===== src/rtl/audio_block_seq.sv =====
module audio_block_seq #(
  parameter int AW = 32,
  parameter int CW = 16
) (
  input  logic          clk,
  input  logic          rst_n,
  input  logic          wr_en,
  input  logic [2:0]    wr_addr,
  input  logic [31:0]   wr_data,
  input  logic          tx_word,
  input  logic          rx_word,
  output logic          running,
  output logic [AW-1:0] tx_addr,
  output logic [AW-1:0] rx_addr,
  output logic          ev_tx_ptr,
  output logic          ev_rx_ptr,
  output logic          ev_stopped,
  output logic          irq
);
  localparam logic [2:0]    A_CTRL = 3'd0, A_TXP = 3'd1, A_RXP = 3'd2, A_WORDS = 3'd3;
  localparam logic [2:0]    A_TASK = 3'd4, A_EVCLR = 3'd5, A_IEN = 3'd6;
  localparam logic [AW-1:0] STEP = AW'(4);
  localparam logic [CW-1:0] ONE  = CW'(1);

  logic          en_q;
  logic [1:0]    dir_q, act_q;
  logic [AW-1:0] tx_pend_q, rx_pend_q, tx_ptr_q, rx_ptr_q;
  logic [CW-1:0] words_q, tx_cnt_q, rx_cnt_q;
  logic          run_q, stop_q, tx_rdy_q, rx_rdy_q;
  logic [2:0]    ev_q, ie_q;

  wire         wr_task   = wr_en && (wr_addr == A_TASK);
  wire         start_go  = wr_task && wr_data[0] && en_q && !run_q && (dir_q != 2'b00);
  wire         stop_now  = stop_q || (wr_task && wr_data[1]);
  wire         tx_go     = run_q && act_q[1] && tx_word && !tx_rdy_q;
  wire         rx_go     = run_q && act_q[0] && rx_word && !rx_rdy_q;
  wire         tx_last   = tx_go && (tx_cnt_q <= ONE);
  wire         rx_last   = rx_go && (rx_cnt_q <= ONE);
  wire         complete  = (tx_last || rx_last)
                         && (!act_q[1] || tx_rdy_q || tx_last)
                         && (!act_q[0] || rx_rdy_q || rx_last);
  wire         finish    = complete && stop_now;
  wire         reload    = start_go || (complete && !stop_now);
  wire [1:0]   act_next  = start_go ? dir_q : act_q;
  wire [2:0]   ev_clr    = (wr_en && wr_addr == A_EVCLR) ? wr_data[2:0] : 3'b000;
  wire [2:0]   ev_set    = {finish, reload && act_next[0], reload && act_next[1]};

  always_ff @(posedge clk or negedge rst_n) begin
    if (!rst_n) begin
      en_q      <= 1'b0;
      dir_q     <= 2'b00;
      tx_pend_q <= '0;
      rx_pend_q <= '0;
      words_q   <= ONE;
      ie_q      <= 3'b000;
    end else if (wr_en) begin
      case (wr_addr)
        A_CTRL:  begin en_q <= wr_data[0]; dir_q <= wr_data[2:1]; end
        A_TXP:   tx_pend_q <= wr_data[AW-1:0];
        A_RXP:   rx_pend_q <= wr_data[AW-1:0];
        A_WORDS: words_q   <= wr_data[CW-1:0];
        A_IEN:   ie_q      <= wr_data[2:0];
        default: ;
      endcase
    end
  end

  always_ff @(posedge clk or negedge rst_n) begin
    if (!rst_n) begin
      run_q  <= 1'b0;
      stop_q <= 1'b0;
      act_q  <= 2'b00;
    end else begin
      if (start_go) begin
        run_q <= 1'b1;
        act_q <= dir_q;
      end else if (finish) begin
        run_q <= 1'b0;
      end
      if (start_go || finish)
        stop_q <= 1'b0;
      else if (run_q && wr_task && wr_data[1])
        stop_q <= 1'b1;
    end
  end

  always_ff @(posedge clk or negedge rst_n) begin
    if (!rst_n) begin
      tx_ptr_q <= '0;
      tx_cnt_q <= '0;
      tx_rdy_q <= 1'b0;
    end else if (reload) begin
      tx_rdy_q <= 1'b0;
      if (act_next[1]) begin
        tx_ptr_q <= tx_pend_q;
        tx_cnt_q <= words_q;
      end
    end else if (tx_go) begin
      tx_ptr_q <= tx_ptr_q + STEP;
      tx_cnt_q <= tx_cnt_q - ONE;
      if (tx_last) tx_rdy_q <= 1'b1;
    end
  end

  always_ff @(posedge clk or negedge rst_n) begin
    if (!rst_n) begin
      rx_ptr_q <= '0;
      rx_cnt_q <= '0;
      rx_rdy_q <= 1'b0;
    end else if (reload) begin
      rx_rdy_q <= 1'b0;
      if (act_next[0]) begin
        rx_ptr_q <= rx_pend_q;
        rx_cnt_q <= words_q;
      end
    end else if (rx_go) begin
      rx_ptr_q <= rx_ptr_q + STEP;
      rx_cnt_q <= rx_cnt_q - ONE;
      if (rx_last) rx_rdy_q <= 1'b1;
    end
  end

  always_ff @(posedge clk or negedge rst_n) begin
    if (!rst_n) ev_q <= 3'b000;
    else        ev_q <= (ev_q & ~ev_clr) | ev_set;
  end

  assign running    = run_q;
  assign tx_addr    = tx_ptr_q;
  assign rx_addr    = rx_ptr_q;
  assign ev_tx_ptr  = ev_q[0];
  assign ev_rx_ptr  = ev_q[1];
  assign ev_stopped = ev_q[2];
  assign irq        = |(ev_q & ie_q);

  a_r3_tx_evt_enabled: assert property (@(posedge clk) disable iff (!rst_n)
    $rose(ev_q[0]) |-> act_q[1]);
  a_r3_rx_evt_enabled: assert property (@(posedge clk) disable iff (!rst_n)
    $rose(ev_q[1]) |-> act_q[0]);
  a_r4_word_step: assert property (@(posedge clk) disable iff (!rst_n)
    (tx_go && !reload) |=> tx_ptr_q == $past(tx_ptr_q) + STEP);
  a_r6_not_both_waiting: assert property (@(posedge clk) disable iff (!rst_n)
    run_q |-> !(tx_rdy_q && rx_rdy_q));
  a_r7_idle_holds: assert property (@(posedge clk) disable iff (!rst_n)
    (!run_q && !start_go) |=> ($stable(tx_ptr_q) && $stable(rx_ptr_q)));
  a_r7_stopped_idle: assert property (@(posedge clk) disable iff (!rst_n)
    $rose(ev_q[2]) |-> !run_q);
  a_r8_sticky_stop: assert property (@(posedge clk) disable iff (!rst_n)
    (ev_q[2] && !ev_clr[2]) |=> ev_q[2]);
endmodule


===== config.mk =====
export PLATFORM = sky130hd
export DESIGN_NAME = audio_block_seq
export DESIGN_NICKNAME = d
export VERILOG_FILES = /design/src/rtl/audio_block_seq.sv
export SDC_FILE = /design/constraint.sdc
export NUM_CORES = 1
export LEC_CHECK = 0
export ABC_AREA = 1
export BUFFER_PORTS_ARGS = -buffer_cell sky130_fd_sc_hd__buf_2
export CELL_PAD_IN_SITES_DETAIL_PLACEMENT = 1
export CELL_PAD_IN_SITES_GLOBAL_PLACEMENT = 1
export CORE_MARGIN = 2
export CORE_UTILIZATION = 30
export CTS_CLUSTER_DIAMETER = 200
export DETAILED_ROUTE_END_ITERATION = 8
export PLACE_DENSITY = 0.6
export SYNTH_ARGS = -nofsm -noshare
export SYNTH_HDL_FRONTEND = slang
export SYNTH_SLANG_ARGS = --single-unit

===== constraint.sdc =====
create_clock -name clk -period 6.07 [get_ports clk]
set_clock_uncertainty 0.15 [all_clocks]
set_input_delay 1.214 -clock clk [delete_from_list [all_inputs] [get_ports clk]]
set_output_delay 1.214 -clock clk [all_outputs]
set_load 0.02 [all_outputs]

# After elaboration in Yosys (flattened, before gate mapping)
# Cells that the tools add are included.
[word_totals]
reg_bits = 191
in_bits = 40
wordCells = 113
[classes]
addsub = 4
n_mux = 24
bitwise = 4
magnitude_cmp = 2
n_reduce_logical = 55
n_eq_ne = 8
[ops]
columns = ["cell", "count"]
rows = [
  ["$mux 32", 6],
  ["$mux 16", 6],
  ["$add 32x3->32 const B", 2],
  ["$le 16x1->1 const B", 2],
  ["$sub 16x1->16 const B", 2],
  ["$logic_and 1x1->1", 23],
  ["$reduce_and 2->1", 9],
  ["$reduce_bool 2->1", 7],
  ["$mux 1", 10],
  ["$eq 3x3->1 const B", 3],
  ["$logic_or 1x1->1", 8],
  ["$and 3x3->3", 2],
  ["$eq 3x2->1 const B", 2],
  ["$logic_not 1->1", 6],
  ["$ne 2x1->1 const B", 2],
  ["$eq 3x1->1 const B", 1],
  ["$logic_not 3->1", 1],
  ["$mux 3", 1],
  ["$not 3->3", 1],
  ["$or 3x3->3", 1],
  ["$reduce_or 3->1", 1],
  ["$mux 2", 1],
]

# Logic depth before layout (Yosys ltp)
# Gate-level depths: netlist of the first run.
[logic_depth]
word_depth = 11
depth_mapped = 15
depth_no_buf = 14

# Worst setup path after synthesis of the first run
# Ideal clock, no wire load.
[synth_timing]
path_kind = "input port to flip-flop"
from = "input wr_addr[1]"
to = "register rx_ptr_q[20], in the netlist rx_addr[20]"
required_ns = 5.803
arrival_ns = 2.477
setup_time_ns = 0.117
cell_stages = 12
setup_slack_ns = 3.325
cell_sequence = "nor2_1 > nand2_1 > o21ai_0 > inv_1 > nand3_4 > buf_2 > buf_2 > nand3_1 > nand2_1 > clkinv_1 > nand2_1 > nand2_1"
[synth_via]
elab_chain_cells = 9
elab_cells_between_ends = 16
cone_classes = "2 x eq/ne; 2 x mux; 12 x reduce/logical"
[synth_lines]
columns = ["item", "line_no", "text"]
rows = [
  ["start: declaration", "8", "input logic [2:0] wr_addr,"],
  ["$eq 3x3->1 (*)", "32", "wire wr_task = wr_en && (wr_addr == A_TASK);"],
  ["$logic_and 1x1->1 (*)", "32", ""],
  ["$logic_and 1x1->1, on equally long branches", "33, 34", ""],
  ["$logic_and 1x1->1 or $logic_or 1x1->1 (tied branches)", "33, 34", ""],
  ["$logic_and 1x1->1 or $logic_not 1->1 (tied branches)", "33, 43", ""],
  ["$logic_and 1x1->1, on equally long branches", "33, 43", ""],
  ["$mux 2 or $logic_or 1x1->1 (tied branches)", "-", ""],
  ["$ne 2x1->1 (no line) or $reduce_bool 2->1 (tied branches)", "-", ""],
  ["$reduce_and 2->1 (no line)", "-", ""],
  ["end signal: assignment", "113", "rx_ptr_q <= rx_pend_q;"],
  ["end signal: assignment", "117", "rx_ptr_q <= rx_ptr_q + STEP;"],
  ["end: declaration", "27", "logic [AW-1:0] tx_pend_q, rx_pend_q, tx_ptr_q, rx_ptr_q;"],
]
# Every way passes the cells marked *; elsewhere a longest branch is shown, timed or not.
# A chain may end at the register's enable or synchronous reset.

# Worst setup path in the final report of the first run
[layout_timing]
from = "input wr_addr[1]"
to = "register rx_ptr_q[18], in the netlist rx_addr[18]"
# The elaborated chain is that of the path after synthesis.

==> results of run 1 <==
-- where the power goes --
part | internal, W | switching (W) | total (W)
combinational | 0.000607 | 0.000970 | 0.00158
clock | 0.000716 | 0.000558 | 0.00127
sequential | 0.00157 | 0.000347 | 0.00192
-- area by class of cell --
cell class,count,area (sq um),area share
Inverter,164,616,0.0483
Clock buffer,20,457,0.0359
Multi-Input combinational cell,1212,5470,0.430
Sequential cell,191,4780,0.375
Tap cell,468,586,0.0460
Timing Repair Buffer,119,644,0.0506
Clock inverter,12,181,0.0142
-- placed cells by master (no fill, tap or decap), drive strengths merged, types with 2 or more instances in the layout --
cell	Yosys	final
nor3	11	11
clkbuf	31	21
a21oi	4	4
nor2	134	134
ha	6	6
nand3b	24	24
xor2	33	33
dfrtp	190	190
buf	40	118
xnor2	20	20
nand4	10	10
bufinv	0	4
nand3	204	204
clkinv	1	6
inv	163	165
nand2	660	660
o21bai	2	2
o21ai	100	100
-- cells in the mapped netlist (2+ instances only) --
cell	instances	share of area
nand2_1	653	0.22
nand3_1	203	0.090
dfrtp_1	190	0.42
inv_1	163	0.054
nor2_1	133	0.044
o21ai_0	100	0.045
xor2_1	33	0.026
clkbuf_1	31	0.010
nand3b_1	22	0.015
xnor2_1	20	0.016
buf_2	18	0.0080
buf_4	18	0.012
nor3_1	11	0.0049
nand4_1	10	0.0056
ha_1	6	0.0067
a21oi_1	4	0.0018
buf_6	4	0.0040
nand2_2	4	0.0022
nand2_4	3	0.0030
nand3b_2	2	0.0020
o21bai_1	2	0.0013
-- metrics by stage --
stage | total power [W] | cells
2_1_floorplan | 0.00302 | 1638
3_3_place_gp | 0.00348 | 2154
3_5_place_dp | 0.00353 | 2154
4_1_cts | 0.00483 | 2186
5_1_grt | 0.00515 | 2186
6_report | 0.00477 | 2186
-- critical path, cell delays in order --
cell and delay [ns]:
buf_2 0.12, nor2_1 0.15, nand2_1 0.11, o21ai_0 0.21
inv_1 0.14, nand3_4 0.35, nand2_4 0.29, nand2_2 0.12
buf_4 0.49, nand2_4 0.48, nand2_1 0.18, nand2_1 0.07
-- layer usage --
layer | part of all wire | up-vias
met3 | 0.026 | 22
met2 | 0.45 | 135
met5 | 0 | -
li1 | - | 5240
met4 | 0.011 | 0
met1 | 0.51 | 5178
-- registers in the layout (all words and copies together) (netlist names) --
register	count
rx_addr	32
ie_q	3
tx_rdy_q	1
rx_rdy_q	1
en_q	1
ev_q	3
running	1
words_q	16
rx_cnt_q	16
rx_pend_q	32
act_q	2
stop_q	1
tx_cnt_q	16
dir_q	2
tx_pend_q	32
tx_addr	32
-- cell families after synthesis --
kind of cell,count (synthesis),share of synthesized area
AO/OA/AOI/OAI,107,0.0483
XOR/XNOR,53,0.0413
adder cells (fa/ha/maj),6,0.00668
buffers and inverters,235,0.0891
flip-flops,191,0.425
AND/OR/NAND/NOR,1046,0.389
-- final timing paths --
kind | start | end | depth (start not counted)
setup / recovery | wr_addr[1] | rx_addr[18]$_DFFE_PN0P_ | 12
hold / removal | rx_addr[0]$_DFFE_PN0P_ | rx_addr[0]$_DFFE_PN0P_ | 2
setup reg to reg | rx_cnt_q[0]$_DFFE_PN0P_ | rx_addr[18]$_DFFE_PN0P_ | 13
hold reg to reg | rx_addr[0]$_DFFE_PN0P_ | rx_addr[0]$_DFFE_PN0P_ | 2
max in group asynchronous | rst_n | tx_addr[16]$_DFFE_PN0P_ | 2
min in group asynchronous | rst_n | ie_q[1]$_DFFE_PN0P_ | 1
==> results by group, run 1 <==
Synthesis
  • Seq cells post-synth: 191
  • Syn_nets: 1684
  • Gate Count Post-Synth: 1638
  • Number of synthesized flops with an enable pin: 0
  • Ys async rst share: 1.00
  • Yosys cell types: 29
  • Synth Area per Inst: 6.86 sq um
  • Synth warnings: 0
  • Seq/Total Area, Yosys: 0.425
  • Syn Std Cell Area: 11200 sq um
  • Post-synth top flop: dfrtp_1

Drt
  • DRC Markers: 0
  • Drt via density: 4.84
  • Final Routed Wirelength: 38900 um
  • First DRT Iteration DRCs: 522
  • Vias: 10600
  • DRT Pass-1 Iters: 4
  • DR WL/cell: 17.8 um
  • Routed Antenna Nets: 0

Clock tree
  • Worst-path clk slew: 0.07 ns
  • CTS hold repair buffers: 0
  • Clk sinks: 191
  • Root Buffer: clkbuf_16
  • Post-CTS sizing: 0
  • Post-CTS Setup Bufs: 0
  • Clock buffer count from CTS: 17
  • Clock Tree Buf Depth: 2
  • Clock latency at the later pin of the worst-skew pair: 0.46 ns
  • CTS tree: built
  • H-tree depth: 4

Final layout
  • Layout area overhead: 13.3%
  • Share of layout cells above drive strength 1: 0.0960
  • Core Util, Final: 0.346
  • Final net count: 1751
  • Filler cells: 4684
  • Finished Cell Area: 12700 sq um
  • Antenna diodes: 0

Place
  • Gpl congestion: 0.825
  • DPL Wire Length: 27300 um
  • Pre-CTS WS: 1.76 ns
  • PortBufs: 108
  • Post-DP Area: 12100 sq um

Worst setup path
  • R2R setup slack: 2.53 ns
  • Arrival time at the worst endpoint: 3.97 ns
  • Setup crit end kind: flop
  • Data required, critical path: 6.26 ns
  • Startpoint Class: input port
  • Setup CP Type: input port to flop
  • Crit Path Max Fanout: 50

Floorplan
  • Initial Util: 0.306
  • Die area: 39000 sq um
  • Core ar.: 36800 sq um
  • I/O Pins: 109
  • Die height: 198 um
  • Num rows: 70
  • Chip Width: 198 um

Global routing
  • Met2 usage: 0.331
  • Total grt overflow: 0
  • GR Util met3: 0.0242
  • Initial antenna violation count: 0
  • GRT Util Overall: 0.209
  • First-pass GRT wire length: 62800 um
  • Largest net degree at the start of global routing: 111
  • Vias in the first global route: 10900
  • Met1 Use GR: 0.305
  • Busiest grt layer: met2

Outcome
  • Outcome: complete, no violations

Power
  • Leakage power: 6.97 nW
  • Pwr dens: 374 nW/um^2
  • Max rail drop VDD: 0.239 mV

STA
  • Final setup margin: 2.30 ns
  • Max-Slew Margin vs Limit: 0.246
  • Final hold viol count: 0
  • Fin Hold WS: 0.323 ns
  • RSZ-0062 raised after global routing: no
  • Fmax: 0.265 GHz
  • Finish-stage setup viols: 0
  • Worst-margin pin slew: 1.13 ns
  • Setup TNS: 0 ns
  • Fin. max-slew vios: 0
  • Part of the cycle the worst path needs: 0.622
  • Minimum clock period: 3.77 ns

Flow run
  • Max Cap Viol: 0

Min path
  • Worst Hold Class: flop to flop
Power figures use the tool's default switching activity.
==> run 2, diff against run 1 <==
ABC_AREA = 0   (was 1)
PLACE_DENSITY = 0.56   (was 0.6)
clock period = 3.5 ns   (was 6.07 ns; I/O delays follow)
==> run 2 against run 1 <==
Effect of this change:
- global-route usage decreased by 3.1 points
- design area decreased by 8.3%
- die area decreased by 11%
- clock-buffer cell count decreased by 2
- synthesized area decreased by 11%
- wire length decreased by 21%
- sequential power increased by 63%
==> results by group, run 2 <==
Drt
  • DR WL/cell: 20.4 um (was 17.8 um)
  • Final Routed Wirelength: 30700 um (was 38900 um)
  • Drt via density: 5.26 (was 4.84)
  • Vias: 7899 (was 10600)
  • Routed Antenna Nets: 0 (unchanged)
  • DRC Markers: 0 (unchanged)
  • First DRT Iteration DRCs: 399 (was 522)
  • DRT Pass-1 Iters: 4 (unchanged)

Final layout
  • Share of layout cells above drive strength 1: 0.264 (was 0.0960)
  • Layout area overhead: 16.5% (was 13.3%)
  • Filler cells: 3692 (was 4684)
  • Finished Cell Area: 11700 sq um (was 12700 sq um)
  • Non-Filler Instances: 1501 (was 2186)
  • Antenna diodes: 0 (unchanged)
  • Core Util, Final: 0.357 (was 0.346)
  • Most common cell after layout, fill and taps aside: dfrtp_1 (was nand2_1)
  • Commonest cells after routing, fill and taps aside: dfrtp_1, buf_2, mux2_2 (was nand2_1, nand3_1, dfrtp_1)
  • Area of the multi-input gates: 4790 sq um (was 5470 sq um)
  • Storage element area: 4780 sq um (unchanged)
  • Final net count: 1092 (was 1751)

Floorplan
  • Num rows: 66 (was 70)
  • I/O Pins: 109 (unchanged)
  • Core ar.: 32700 sq um (was 36800 sq um)
  • Initial Util: 0.307 (was 0.306)
  • Chip Width: 187 um (was 198 um)
  • Die area: 34900 sq um (was 39000 sq um)
  • Die height: 187 um (was 198 um)

Worst setup path
  • Setup CP Type: flop to flop (was input port to flop)
  • R2R depth: 6 (was 13)
  • Arrival time at the worst endpoint: 3.22 ns (was 3.97 ns)
  • Data required, critical path: 3.65 ns (was 6.26 ns)
  • R2R setup slack: 0.43 ns (was 2.53 ns)
  • FF-to-FF Start: rx_cnt_q[6]$_DFFE_PN0P_ (was rx_cnt_q[0]$_DFFE_PN0P_)
  • R2R Path End: tx_addr[22]$_DFFE_PN0P_ (was rx_addr[18]$_DFFE_PN0P_)
  • Setup crit end kind: flop (unchanged)
  • Crit Path Max Fanout: 21 (was 50)
  • Startpoint Class: flop (was input port)

STA
  • Part of the cycle the worst path needs: 0.879
  • Max-Slew Margin vs Limit: 0.325 (was 0.246)
  • Finish-stage setup viols: 0 (unchanged)
  • Fin. max-slew vios: 0 (unchanged)
  • Minimum clock period: 3.07 ns
  • Worst-margin pin slew: 1.01 ns (was 1.13 ns)
  • Fmax: 0.325 GHz
  • RSZ-0062 raised after global routing: no (unchanged)
  • Final hold viol count: 0 (unchanged)
  • Fin Hold WS: 0.155 ns (was 0.323 ns)
  • Setup TNS: 0 ns (unchanged)

Clock tree
  • CTS tree: built (unchanged)
  • Clock buffer count from CTS: 17 (unchanged)
  • CTS hold repair buffers: 0 (unchanged)
  • Clock latency at the later pin of the worst-skew pair: 0.45 ns (was 0.46 ns)
  • Clock Tree Buf Depth: 2 (unchanged)
  • Post-CTS sizing: 0 (unchanged)
  • H-tree depth: 4 (unchanged)
  • Root Buffer: clkbuf_16 (unchanged)
  • Worst-path clk slew: 0.08 ns (was 0.07 ns)
  • Clk sinks: 191 (unchanged)
  • Post-CTS Setup Bufs: 0 (unchanged)

Power
  • NetSw: 0.00264 W (was 0.00188 W)
  • Pwr dens: 610 nW/um^2 (was 374 nW/um^2)
  • Clock power frac: 0.272 (was 0.267)
  • Switching fraction of total power: 0.371 (was 0.393)
  • Leakage power: 5.15 nW (was 6.97 nW)
  • Seq pwr share: 0.439 (was 0.402)
  • Max rail drop VDD: 0.369 mV (was 0.239 mV)
  • P_int: 0.00448 W (was 0.00289 W)
  • Comb power frac: 0.289 (was 0.331)

Global routing
  • Largest net degree at the start of global routing: 80 (was 111)
  • GR Util met3: 0.0251 (was 0.0242)
  • Total grt overflow: 0 (unchanged)
  • Met1 Use GR: 0.272 (was 0.305)
  • Initial antenna violation count: 1 (was 0)
  • Busiest grt layer: met1 (was met2)
  • Met2 usage: 0.262 (was 0.331)
  • GRT Util Overall: 0.178 (was 0.209)
  • First-pass GRT wire length: 49000 um (was 62800 um)
  • Vias in the first global route: 7995 (was 10900)

Synthesis
  • Syn Std Cell Area: 10000 sq um (was 11200 sq um)
  • Number of synthesized flops with an enable pin: 0 (unchanged)
  • Post-synth top flop: dfrtp_1 (unchanged)
  • Top cell type's share of synthesized area: 0.474 (was 0.423)
  • Post-synth top area cell: dfrtp_1 (unchanged)
  • Most frequent cell after synthesis: dfrtp_1 (was nand2_1)
  • Ys async rst share: 1.00 (unchanged)
  • Synth top cells by count: dfrtp_1, mux2_2, mux2i_1 (was nand2_1, nand3_1, dfrtp_1)
  • Synth warnings: 0 (unchanged)
  • Gate Count Post-Synth: 955 (was 1638)
  • Largest cells by area after synthesis: dfrtp_1, mux2_2, mux2i_1 (was dfrtp_1, nand2_1, nand3_1)
  • Seq/Total Area, Yosys: 0.477 (was 0.425)
  • Seq cells post-synth: 191 (unchanged)
  • Syn_nets: 1001 (was 1684)
  • Synth Area per Inst: 10.5 sq um (was 6.86 sq um)
  • Yosys cell types: 61 (was 29)

Min path
  • Worst Hold Class: input port to asynchronous set/reset pin (was flop to flop)

Place
  • Post-DP Area: 11100 sq um (was 12100 sq um)
  • DPL Wire Length: 21300 um (was 27300 um)
  • PortBufs: 108 (unchanged)
  • Gpl congestion: 0.769 (was 0.825)
  • DP Cell Count: 1469 (was 2154)

Flow run
  • Max Cap Viol: 0 (unchanged)

Outcome
  • Outcome: complete, no violations (unchanged)
==> run 2: kinds of logic (layout without fill, tap and decap cells) <==
family,Yosys count,count (layout),synth area share
mux,168,168,0.180
compound gates,202,202,0.143
simple gates,280,280,0.144
fa+ha+maj,6,6,0.00748
buf+inv,108,212,0.0484
flops,191,191,0.477
==> run 2: per-layer routing <==
| metal | share of wire | vias to the layer above |
|---|---|---|
| li1 | - | 3732 |
| met5 | 0 | - |
| met2 | 0.44 | 118 |
| met1 | 0.52 | 4029 |
| met4 | 0.010 | 0 |
| met3 | 0.029 | 20 |
==> run 2: worst max path at each step <==
stage / startpoint / to / depth (start not counted)
finish: rx_cnt_q[6]$_DFFE_PN0P_ / tx_addr[22]$_DFFE_PN0P_ / 6
global route: rx_cnt_q[6]$_DFFE_PN0P_ / tx_addr[20]$_DFFE_PN0P_ / 6
floorplan: wr_addr[1] / tx_addr[21]$_DFFE_PN0P_ / 8
CTS: rx_cnt_q[6]$_DFFE_PN0P_ / tx_addr[22]$_DFFE_PN0P_ / 6
global placement: wr_addr[0] / tx_addr[22]$_DFFE_PN0P_ / 7
detailed placement: wr_addr[0] / tx_addr[22]$_DFFE_PN0P_ / 7
==> run 2: power groups by stage <==
| stage | clock [W] | sequential [W] | combinational (W) |
|---|---|---|---|
| global route | 0.00209 | 0.00320 | 0.00225 |
| detailed placement | 0 | 0.00317 | 0.00207 |
| floorplan | 0 | 0.00314 | 0.00134 |
| CTS | 0.00200 | 0.00313 | 0.00209 |
| finish | 0.00194 | 0.00313 | 0.00206 |
| global placement | 0 | 0.00316 | 0.00204 |
==> run 2: final cells by class <==
type                       instances  share of cell area
clock inverter                    14              0.0104
sequential                       191               0.409
tap                              442              0.0473
timing repair buffer             132              0.0699
multi-input combinational        656               0.410
clock buffer                      18              0.0376
inverter                          48              0.0154
==> run 2: through the flow <==
step | setup slack [ns] | total power (W)
floorplan | 0.743 | 0.00448
global placement | 0.418 | 0.00520
detailed placement | 0.373 | 0.00524
CTS | 0.400 | 0.00721
global route | 0.242 | 0.00755
finish | 0.425 | 0.00712
==> run 2: critical path: stages, from the launching register on <==
cell and delay, ns:
dfrtp_1 0.43, or4_1 0.62, nor4_1 0.34, o211a_1 0.29, and3b_2 0.41, or2_2 0.49
a22oi_1 0.18
